===== config.mk =====
export PLATFORM = sky130hd
export DESIGN_NAME = calpat_engine
export DESIGN_NICKNAME = d
export VERILOG_FILES = /design/src/rtl/calpat_pkg.sv /design/src/rtl/calpat_word.sv /design/src/rtl/calpat_gen.sv /design/src/rtl/calpat_chk.sv /design/src/rtl/calpat_engine.sv
export SDC_FILE = /design/constraint.sdc
export NUM_CORES = 1
export LEC_CHECK = 0
export BUFFER_PORTS_ARGS = -buffer_cell sky130_fd_sc_hd__buf_2
export CORE_ASPECT_RATIO = 1.5
export CORE_UTILIZATION = 36
export DETAILED_ROUTE_END_ITERATION = 12
export PLACE_DENSITY = 0.6
export SLEW_MARGIN = 40
export SYNTH_ARGS = -nofsm -noshare
export SYNTH_HDL_FRONTEND = slang
export SYNTH_HIERARCHICAL = 1
export SYNTH_SLANG_ARGS = --single-unit

===== constraint.sdc =====
create_clock -name clk -period 5.93 [get_ports clk]
set_clock_uncertainty 0.05 [all_clocks]
set_input_delay 0 -clock clk [delete_from_list [all_inputs] [get_ports clk]]
set_output_delay 0 -clock clk [all_outputs]
set_load 0.01 [all_outputs]

===== src/rtl/calpat_pkg.sv =====
package calpat_pkg;
  typedef enum logic {
    CHK_IDLE = 1'b0,
    CHK_RUN  = 1'b1
  } chk_state_e;

  function automatic int addr_width(input int idx_w);
    return idx_w + $clog2(idx_w / 2);
  endfunction
endpackage


===== src/rtl/calpat_word.sv =====
module calpat_word #(
  parameter int IDX_W = 8,
  parameter int HW_W  = 16,
  localparam int KW     = $clog2(IDX_W / 2),
  localparam int ADDR_W = IDX_W + KW
) (
  input  logic [ADDR_W-1:0] word_addr,
  output logic [2*HW_W-1:0] word
);
  logic [IDX_W-1:0] cnt_val;
  logic [KW-1:0]    lane_k;

  assign cnt_val = word_addr[ADDR_W-1 -: IDX_W];
  assign lane_k  = word_addr[KW-1:0];

  function automatic logic lane_bit(input logic [IDX_W-1:0] v,
                                    input logic [KW-1:0] k,
                                    input logic h);
    return v[{k, h}];
  endfunction

  for (genvar h = 0; h < 2; h++) begin : g_lane
    assign word[h*HW_W +: HW_W] = {HW_W{lane_bit(cnt_val, lane_k, 1'(h))}};
  end
endmodule


===== src/rtl/calpat_gen.sv =====
module calpat_gen #(
  parameter int IDX_W = 8,
  parameter int HW_W  = 16,
  localparam int ADDR_W = calpat_pkg::addr_width(IDX_W)
) (
  input  logic              clk,
  input  logic              rst_n,
  input  logic              start,
  output logic              wr_valid,
  output logic [ADDR_W-1:0] wr_index,
  output logic [2*HW_W-1:0] wr_data
);
  localparam logic [ADDR_W-1:0] LAST = {ADDR_W{1'b1}};

  logic              run;
  logic [ADDR_W-1:0] cnt;
  logic              gen_last;

  assign gen_last = run && (cnt == LAST);

  always_ff @(posedge clk) begin
    if (!rst_n) begin
      run <= 1'b0;
      cnt <= '0;
    end else if (!run) begin
      if (start) run <= 1'b1;
      cnt <= '0;
    end else begin
      if (gen_last) run <= 1'b0;
      cnt <= cnt + 1'b1;
    end
  end

  calpat_word #(.IDX_W(IDX_W), .HW_W(HW_W)) i_word (
    .word_addr(cnt),
    .word     (wr_data)
  );

  assign wr_valid = run;
  assign wr_index = cnt;

  // addresses step by one while streaming
  a_r3_stream_step: assert property (@(posedge clk) disable iff (!rst_n)
    (run && !gen_last) |=> (run && cnt == $past(cnt) + 1'b1));
  // stream stops after the last address
  a_r3_stream_stop: assert property (@(posedge clk) disable iff (!rst_n)
    gen_last |=> !run);
  // a stream starts at address zero
  a_r3_stream_origin: assert property (@(posedge clk) disable iff (!rst_n)
    (!run && start) |=> (run && cnt == '0));
endmodule


===== src/rtl/calpat_chk.sv =====
module calpat_chk #(
  parameter int IDX_W      = 8,
  parameter int HW_W       = 16,
  parameter int CHK_PASSES = 2,
  localparam int ADDR_W = calpat_pkg::addr_width(IDX_W),
  localparam int PW     = (CHK_PASSES > 1) ? $clog2(CHK_PASSES) : 1
) (
  input  logic              clk,
  input  logic              rst_n,
  input  logic              start,
  input  logic              rd_valid,
  input  logic [ADDR_W-1:0] rd_index,
  input  logic [2*HW_W-1:0] rd_data,
  output logic              busy,
  output logic              done,
  output logic              fail
);
  import calpat_pkg::*;

  localparam logic [ADDR_W-1:0] LAST      = {ADDR_W{1'b1}};
  localparam logic [PW-1:0]     LAST_PASS = PW'(CHK_PASSES - 1);

  chk_state_e        st;
  logic [ADDR_W-1:0] pos;
  logic [PW-1:0]     pass_cnt;
  logic [2*HW_W-1:0] expect_word;

  logic accept, word_ok, word_bad, pass_end, check_end;

  calpat_word #(.IDX_W(IDX_W), .HW_W(HW_W)) i_word (
    .word_addr(rd_index),
    .word     (expect_word)
  );

  assign accept    = (st == CHK_RUN) && rd_valid;
  assign word_ok   = (rd_index == pos) && (rd_data == expect_word);
  assign word_bad  = accept && !word_ok;
  assign pass_end  = accept && word_ok && (pos == LAST);
  assign check_end = pass_end && (pass_cnt == LAST_PASS);

  always_ff @(posedge clk) begin
    if (!rst_n) begin
      st       <= CHK_IDLE;
      pos      <= '0;
      pass_cnt <= '0;
      done     <= 1'b0;
      fail     <= 1'b0;
    end else if (start) begin
      st       <= CHK_RUN;
      pos      <= '0;
      pass_cnt <= '0;
      done     <= 1'b0;
      fail     <= 1'b0;
    end else begin
      done <= 1'b0;
      if (word_bad) begin
        fail <= 1'b1;
        done <= 1'b1;
        st   <= CHK_IDLE;
      end else if (accept) begin
        pos <= pos + 1'b1;
        if (check_end) begin
          done <= 1'b1;
          st   <= CHK_IDLE;
        end else if (pass_end) begin
          pass_cnt <= pass_cnt + 1'b1;
        end
      end
    end
  end

  assign busy = (st == CHK_RUN);

  // done lasts a single cycle
  a_r9_done_pulse: assert property (@(posedge clk) disable iff (!rst_n)
    done |=> !done);
  // a finished check is no longer busy
  a_r7_done_idle: assert property (@(posedge clk) disable iff (!rst_n)
    done |-> !busy);
  // fail is sticky until the next start
  a_r8_fail_sticky: assert property (@(posedge clk) disable iff (!rst_n)
    (fail && !start) |=> fail);
  // start clears fail and begins a check
  a_r8_start_clears: assert property (@(posedge clk) disable iff (!rst_n)
    start |=> (busy && !fail && pos == '0));
  // position holds across idle cycles
  a_r10_gap_hold: assert property (@(posedge clk) disable iff (!rst_n)
    (busy && !rd_valid && !start) |=> $stable(pos));
  // a bad word always ends in fail
  a_r7_bad_fails: assert property (@(posedge clk) disable iff (!rst_n)
    (word_bad && !start) |=> (fail && done));
endmodule


===== src/rtl/calpat_engine.sv =====
module calpat_engine #(
  parameter int IDX_W      = 8,
  parameter int HW_W       = 16,
  parameter int CHK_PASSES = 2,
  localparam int ADDR_W = calpat_pkg::addr_width(IDX_W),
  localparam int DW     = 2 * HW_W
) (
  input  logic              clk,
  input  logic              rst_n,
  input  logic              gen_start,
  output logic              wr_valid,
  output logic [ADDR_W-1:0] wr_index,
  output logic [DW-1:0]     wr_data,
  input  logic              chk_start,
  input  logic              rd_valid,
  input  logic [ADDR_W-1:0] rd_index,
  input  logic [DW-1:0]     rd_data,
  output logic              chk_busy,
  output logic              chk_done,
  output logic              chk_fail
);
  calpat_gen #(.IDX_W(IDX_W), .HW_W(HW_W)) i_gen (
    .clk     (clk),
    .rst_n   (rst_n),
    .start   (gen_start),
    .wr_valid(wr_valid),
    .wr_index(wr_index),
    .wr_data (wr_data)
  );

  calpat_chk #(.IDX_W(IDX_W), .HW_W(HW_W), .CHK_PASSES(CHK_PASSES)) i_chk (
    .clk     (clk),
    .rst_n   (rst_n),
    .start   (chk_start),
    .rd_valid(rd_valid),
    .rd_index(rd_index),
    .rd_data (rd_data),
    .busy    (chk_busy),
    .done    (chk_done),
    .fail    (chk_fail)
  );

  // outputs quiet while in reset
  a_r1_reset_quiet: assert property (@(posedge clk)
    !rst_n |=> (!wr_valid && !chk_busy && !chk_done && !chk_fail));
endmodule


Word level (Yosys, flattened, before mapping)
Index checks and enable logic that the tools add are counted.
- memory bits (writable): 0
- memories: 0
- bits in registers: 25
- bits in latches: 0
- ROM bits: 0
- multiply operators: 0
- magnitude comparators: 4
- equal/unequal tests: 4
- bitwise gates (word level): 3
- shift-type cells: 0
- reduce and logical (&&, ||, !) cells: 15
- muxes and demuxes: 18
- divide/modulo/power cells: 0
- add/subtract/negate cells: 3
- operators with widths (operator ; count):
    $eq 32x32->1 ; 1
    $add 10x1->10 const B ; 2
    $eq 10x10->1 const B ; 2
    $lt 3x4->1 const B ; 4
    $mux 1 ; 14
    $eq 10x10->1 ; 1
    $bmux 1 s2 ; 4
    $logic_and 1x1->1 ; 7
    $reduce_and 2->1 ; 3
    $reduce_bool 3->1 ; 2
    $reduce_and 4->1 ; 1
    $not 1->1 ; 3
    $reduce_or 2->1 ; 1
    $add 1x1->1 const B ; 1
    $logic_not 1->1 ; 1

Longest topological paths before layout
Gate-level depths: netlist (run 1).
- depth after elaboration: 11
- gate-level depth with buffers: 9
- depth with buffers taken out: 7

Cells and area by module
Netlist (run 1), hierarchy kept.
- by module, submodules not included (module ; cells each ; sequential area each (um2) ; area an instance (um2) ; instances):
    calpat_chk ; 133 ; 280.3 ; 1137.3 ; 1
    calpat_word ; 32 ; 0.0 ; 277.8 ; 2
    calpat_gen ; 48 ; 220.2 ; 437.9 ; 1

Least setup slack after synthesis (run 1)
Ideal clock, no wire load.
- kind: input to register
- start point: in rd_index[0]
- end point: reg i_chk.pos[4]
- library setup time: 71 ps
- stages: 9
- buffers on the path: 2
- arrival time: 2638 ps
- slack: 3171 ps
- cells stage by stage: mux4_1 > buf_4 > xor2_1 > nor4_2 > nand4_1 > or3_4 > buf_6 > or4_1 > a21oi_1
- word-level cells in the longest chain between the ends: 8
- ends and longest elaborated chain (item ; line ; source):
    from (decl) ; calpat_engine.sv:16 ; input logic [ADDR_W-1:0] rd_index,
    $bmux 1 s2 ; calpat_word.sv:19 ; return v[{k, h}];
    $mux 1 (implied by the code) ; calpat_word.sv:19 ;
    via i_chk.expect_word[23] ; calpat_chk.sv:26 ; logic [2*HW_W-1:0] expect_word;
    $eq 32x32->1 ; calpat_chk.sv:36 ; assign word_ok = (rd_index == pos) && (rd_data == expect_word);
    $logic_and 1x1->1 ; calpat_chk.sv:36 ;
    $logic_not 1->1 ; calpat_chk.sv:37 ; assign word_bad = accept && !word_ok;
    $logic_and 1x1->1 ; calpat_chk.sv:37 ;
    $not 1->1 (no line) ; - ;
    $reduce_and 2->1 (no line) ; - ;
    to (signal assigned) ; calpat_chk.sv:61 ; pos <= pos + 1'b1;
    to (decl) ; calpat_chk.sv:24 ; logic [ADDR_W-1:0] pos;
The timed path passes the listed nets, and every way through them passes these cells. The select of a mux whose other input is x is not followed.
A chain may end at the register's enable or synchronous reset.

Final worst setup path (run 1)
- start point: in rd_index[0]
- end point: reg i_chk.pos[5]
Same word-level chain as after synthesis.

==> results of run 1 <==
-- kinds of logic (layout without fill, tap and decap cells) --
group,after synthesis,count (layout),synth area share [%]
and+or+nand+nor,71,71,19.9
DFF,25,25,23.5
buffers and inverters,67,102,22.8
muxes,6,6,5.87
AOI/OAI and AO/OA,27,27,7.46
adders and majority gates,2,2,1.17
xor gates and xnor gates,47,47,19.3
-- critical path, delay by kind of cell --
family	cells	cell delay, ns
buffers and inverters	1	0.13
multiplexers	2	1.10
AND/OR/NAND/NOR	4	1.52
XOR/XNOR	1	0.29
-- cells in the mapped netlist, drive strengths merged (5+ instances only) --
cell   instances
dfxtp         25
nand3         12
xor2          44
or3            5
nand2          7
o31ai          6
or4            5
a21oi         10
buf           61
o21ai          7
nand4          5
nor2          12
nor4          13
-- path summary, 6_finish.rpt --
path / slack (ns) / depth (start not counted) / end
worst min register to register: 0.43 / 1 / i_chk/pass_cnt$_SDFFE_PP0P_
worst min-delay path: 0.001 / 3 / i_gen/wr_valid$_SDFF_PN0_
worst max register to register: 3.62 / 6 / i_chk/pos[5]$_SDFFE_PP0P_
worst max-delay path: 3.04 / 8 / i_chk/pos[5]$_SDFFE_PP0P_
-- final cells by class --
| class | instances | area (um^2) | share of cell area (%) |
|---|---|---|---|
| clock buffers | 4 | 45.0 | 1.98 |
| inverters | 4 | 15.0 | 0.661 |
| multi-input cells | 153 | 1140 | 50.2 |
| flip-flops and latches | 25 | 500 | 22.0 |
| well taps | 72 | 90.1 | 3.96 |
| repair buffers | 94 | 480 | 21.1 |
-- per-stage QoR --
step / worst slack, ns / std cells
after floorplan: 3.17 / 245
after global placement: 2.74 / 346
after detailed placement: 2.67 / 346
after CTS: 2.95 / 352
after global routing: 2.77 / 352
final: 3.04 / 352
-- cells in the final DEF (no fill, tap or decap), types with 5 or more instances in the layout --
| master | count |
|---|---|
| o21ai_0 | 7 |
| dfxtp_1 | 25 |
| nand3_1 | 11 |
| nand2_1 | 7 |
| xor2_1 | 44 |
| buf_2 | 92 |
| o31ai_1 | 6 |
| nor2_1 | 12 |
| or4_1 | 5 |
| nand4_1 | 5 |
| a21oi_1 | 10 |
| nor4_1 | 10 |
-- per-layer routing --
| metal | vias to the layer above | wire length [um] |
|---|---|---|
| li1 | 871 | - |
| met4 | 0 | 34 |
| met1 | 778 | 1620 |
| met2 | 69 | 2220 |
| met3 | 2 | 190 |
| met5 | - | 0 |
-- repair_timing --
| action | in CTS | in global routing |
|---|---|---|
| hold buffers | 2 | 0 |
| hold endpoints to repair | 2 | 0 |
| resized for setup | 0 | 0 |
-- flip-flops by register name, indices dropped and copies added (netlist names) --
name            flops
i_gen/wr_valid      1
i_gen/wr_index     10
i_chk/done          1
i_chk/pos          10
i_chk/busy          1
i_chk/pass_cnt      1
i_chk/fail          1
-- power breakdown --
group          total [mW]  internal (mW)  switching (mW)
sequential          0.172          0.169         0.00243
combinational      0.0712         0.0341          0.0371
clock              0.0989         0.0479          0.0510
total               0.342          0.251          0.0905
==> results.md, run 1 <==
- Largest net degree at the start of global routing: 17
- H-Tree Depth: 1
- Setup TNS: 0 ns
- Vias: ~1700
- Yosys warning total: 6
- Clk buf depth: 2
- CTS tree: built
- Die area: between 6000 and 7000 um^2
- Crit path required time: 6.08 ns
- GR Util met3: around 1.3%
- Kind of critical path: input port to flip-flop
- Arr. time, crit path: 3.04 ns
- Fmax: 345 MHz
- Boundary Pins: between 90 and 100
- Post-synth top area cell: dfxtp_1
- Unrepaired setup endpoints after global routing: no
- Area contributors post-synth: dfxtp_1 (23%), buf_4 (21%), xor2_1 (18%)
- Grt ovf: 0
- Worst Setup SP: rd_index[0]
- Synth top area share: 23.5%
- Gr usage total: 13.6%
- Clk_lat worst skew: 0.26 ns
- Post-synth ARST share: 0%
- GP Congestion: 0.756
- Crit-path cells: buf_2 > mux4_1 > xor2_1 > nor4_1 > nand4_1 > nor4_1 > and4_1 > mux2i_1
- DRT iter0 DRCs: 54
- Slowest cell delay on critical path: ~0.93 ns
- Final-report setup violation count: 0
- HPWL Detailed: 3.40 mm
- GR peak layer: met2
- CTS Root Cell: clkbuf_8
- Status: finished clean
- Max-slew violation count: 0
- Lkg Pwr: between 1 and 1.5 nW
- Hold slack: about 0.0014 ns
- Initial core utilization: 37.1%
- Die H: 96.2 um
- Final WL: 4.06 mm
- Slowest-stage cell, CP: mux4_1
- Area after DPL: between 2000 and 2500 um^2
- Worst-margin pin slew: 0.801 ns
- First-pass DRT Iterations: 4
- Total power: 342 uW
- VDD IR max: 0.0000706 V
- First-pass GRT wire length: 6.71 mm
- Final instance area: 2270 um^2
- Count of cell types in the netlist: 36
- IO Port Bufs: 92
- PD cells: ~150 nW/um^2
- Fraction of the yosys area taken by sequential cells: 23.5%
- Mapped Nets: about 290
- # diodes: 0
- Maxcap violations: 0
- Final min period: 2.89 ns
- Fin nets: between 300 and 400
- Remaining DRCs: 0
- Relative slew slack: ~46%
- Register bit total from synthesis: 25
- Share of layout cells above drive strength 1: 36.8%
- Initial antenna violation count: 0
- # fillers: approximately 610
- Post-CTS setup repair buffer count: 0
- Met1 Resource Use GR: 15.0%
- Hold WC Path Type: input port to flip-flop
- Final Cycle Share: about half
- Cells after Synth: 245
- Fin util: around two fifths
- Final ANT Viol Nets: 0
- Synth Flop Type: dfxtp_1
- Syn_area_per_cell: 8.70 um^2
- Die X: 64.8 um
- Clock-pin slew on the worst setup and hold paths: 0.09 ns
- Wire per inst: 11.5 um
- Clock sink count: 25
- Vias in the first global route: 1521
- Crit end category: flip-flop
- Via/cell ratio: 4.89
- # rows: 34
- Synth-to-layout area growth: 6.64%
- Post-synth EDFFs: 0
- Crit start category: input port
- CP max FO: 16
- TritonCTS buffer count: 3
- HP Start: gen_start
- Worst r2r src: i_chk/pos[9]$_SDFFE_PP0P_
- Top cell by count, worst path: nor4_1
- Core area: 5740 um^2
- Mapped cell area: 2130 um^2
- Final Hold Fails: 0
- GR Layer Usage met2: 26.2%
Note: power is estimated with default switching activity, not from simulation.
==> run 2: changes to the inputs <==
- PLACE_DENSITY: 0.6 -> 0.63
- clock period: 5.93 -> 2.4 ns (I/O delays scaled with it)
==> run 2 against run 1 <==
  * Critical path depth grew 1
  * Cell area grew 12%
  * Via count grew 7.7%
  * Final cell count grew 6.5%
  * Flip-flop and latch count is the same
  * Sequential power grew 150%
  * First-iteration DRC count shrank 11%
  * Setup slack lost 3.0 ns
  * Worst hold slack gained 0.011 ns
  * Critical path type unchanged
  * Critical endpoint is now i_chk/pos[4]$_SDFFE_PP0P_
==> results.md, run 2 (synthesized netlist as in run 1, its figures left out) <==
- Synth-to-layout area growth: 19.0%
- CTS tree: built
- Initial antenna violation count: 0 (unchanged)
- # diodes: 0 (unchanged)
- Crit start category: input port
- Clock-pin slew on the worst setup and hold paths: 0.09 ns (about the same)
- Final ANT Viol Nets: 0 (unchanged)
- Final instance area: 2540 um^2 (+12%)
- Hold WC Path Type: input port to flip-flop
- # placed instances: 368 (+6.4%)
- Hold Path Depth: 3 (unchanged)
- Final-report setup violation count: 0 (unchanged)
- Fin nets: 353 (+7.0%)
- Via/cell ratio: 4.94 (+1.1%)
- Lkg Pwr: 1.17 nW (+13%)
- Seq pwr share: 47.6% (-2.7 points)
- Clk_lat worst skew: 0.27 ns (about the same)
- Hold slack: 0.0128 ns (+0.0115 ns)
- Initial core utilization: 37.1% (unchanged)
- Final Cycle Share: slightly below 100%
- Status: finished clean
- Vias: 1853 (+7.7%)
- Die X: 64.8 um (unchanged)
- PD cells: 352 nW/um^2 (+130%)
- First-pass GRT wire length: 7.38 mm (+9.9%)
- Grt ovf: 0 (unchanged)
- Area after DPL: 2370 um^2 (+7.1%)
- Worst-case reg-to-reg path depth: 6 (unchanged)
- Commonest non-fill, non-tap cells in the layout: buf_2 (90), xor2_1 (43), dfxtp_1 (25)
- CTS Root Cell: clkbuf_8
- Remaining DRCs: 0 (unchanged)
- Worst-margin pin slew: 0.491 ns (-0.310 ns)
- Final min period: 2.38 ns
- Clock sink count: 25 (unchanged)
- IO Port Bufs: 92 (unchanged)
- CP max FO: 8 (-8)
- Die area: 6240 um^2 (unchanged)
- Share of layout cells above drive strength 1: 44.6% (+7.8 points)
- Vias in the first global route: 1736 (+14%)
- Final WL: 4.49 mm (+11%)
- Final worst slack: 0.0200 ns (-3.02 ns)
- Switching share of power: 26.4% (-0.11 points)
- Maxcap violations: 0 (unchanged)
- # rows: 34 (unchanged)
- HPWL Detailed: 3.62 mm (+6.3%)
- Switching pwr: 236 uW (+160%)
- Clk buf depth: 2 (unchanged)
- DRT iter0 DRCs: 48 (-11%)
- Final Hold Fails: 0 (unchanged)
- Crit end category: flip-flop
- Unrepaired setup endpoints after global routing: yes
- Dpl ws: -0.297 ns (-2.97 ns)
- Gr usage total: 15.0% (+1.5 points)
- Die H: 96.2 um (unchanged)
- Post-CTS setup repair buffer count: 0 (unchanged)
- Clock network fraction of design power: 27.2% (-1.7 points)
- Boundary Pins: 93 (unchanged)
- Non-Filler Instances: 375 (+6.5%)
- Arr. time, crit path: 2.53 ns (-0.51 ns)
- First-pass DRT Iterations: 4 (unchanged)
- Largest net degree at the start of global routing: 17 (unchanged)
- H-Tree Depth: 1 (unchanged)
- Commonest non-fill, non-tap cell in the layout: buf_2
- Kind of critical path: input port to flip-flop
- TritonCTS buffer count: 3 (unchanged)
- Relative slew slack: 67.3% (+21 points)
- Core area: 5740 um^2 (unchanged)
- Gate power share: 25.2% (+4.4 points)
- Wire per inst: 12.0 um (+3.8%)
- VDD IR max: 0.000212 V (+200%)
- Internal cell power: 658 uW (+160%)
- Max-slew violation count: 0 (unchanged)
- Fin util: 44.2% (+4.6 points)
- Crit path required time: 2.55 ns (-3.53 ns)
- Fmax: between 400 and 500 MHz
- GP Congestion: 0.819 (+8.3%)
run 2: changes by cell type in the layout (fill, tap and decap cells not counted), sizes merged:
cell,change
buf,+22
clkbuf,+1
run 2: path summary, 6_finish.rpt:
path                                     from                     endpoint  slack, ns
hold reg to reg   i_chk/pass_cnt$_SDFFE_PP0P_  i_chk/pass_cnt$_SDFFE_PP0P_       0.43
setup reg to reg    i_chk/pos[4]$_SDFFE_PP0P_    i_chk/pos[4]$_SDFFE_PP0P_       0.17
hold / removal                      gen_start    i_gen/wr_valid$_SDFF_PN0_       0.01
setup / recovery                  rd_index[7]    i_chk/pos[4]$_SDFFE_PP0P_       0.02
run 2: power groups by stage:
| stage | Combinational [mW] | Sequential (mW) | Clock (mW) |
|---|---|---|---|
| 6_report | 0.226 | 0.425 | 0.243 |
| 5_1_grt | 0.247 | 0.426 | 0.271 |
| 4_1_cts | 0.208 | 0.425 | 0.255 |
| 3_5_place_dp | 0.200 | 0.435 | 0 |
| 3_3_place_gp | 0.196 | 0.435 | 0 |
| 2_1_floorplan | 0.184 | 0.435 | 0 |
run 2: worst max-delay path, cell delays in order:
cell and delay (ns):
buf_2 0.11, mux4_2 0.55, buf_12 0.18, xor2_1 0.13, nor4_1 0.28, nand3_1 0.16
or3_4 0.46, or4_4 0.53, a21oi_2 0.13
run 2: cell type report:
class	count	area, um^2
well taps	72	90.1
fillers	601	3210
clock buffers	4	45.0
repair buffers	117	707
flip-flops and latches	25	500
inverters	4	15.0
multi-input cells	153	1180
run 2: stage by stage:
stage / setup TNS (ns) / total power [mW]
2_1_floorplan: -0.433 / 0.620
3_3_place_gp: -2.19 / 0.631
3_5_place_dp: -2.18 / 0.635
4_1_cts: 0 / 0.887
5_1_grt: -0.161 / 0.944
6_report: 0 / 0.894
run 2: timing repair:
item	4_1_cts	5_1_grt
pin swaps	7	11
endpoints found under the hold margin	2	0
gates cloned	0	1
resized for setup	3	14
hold buffers	2	0
setup endpoints to repair	1	9
run 2: routing by layer:
layer  GRT usage, %  share of wire (%)
met4           5.93                1.8
met1           14.9                 37
met2           30.6                 55
met3           1.90                6.3
met5              0                  0
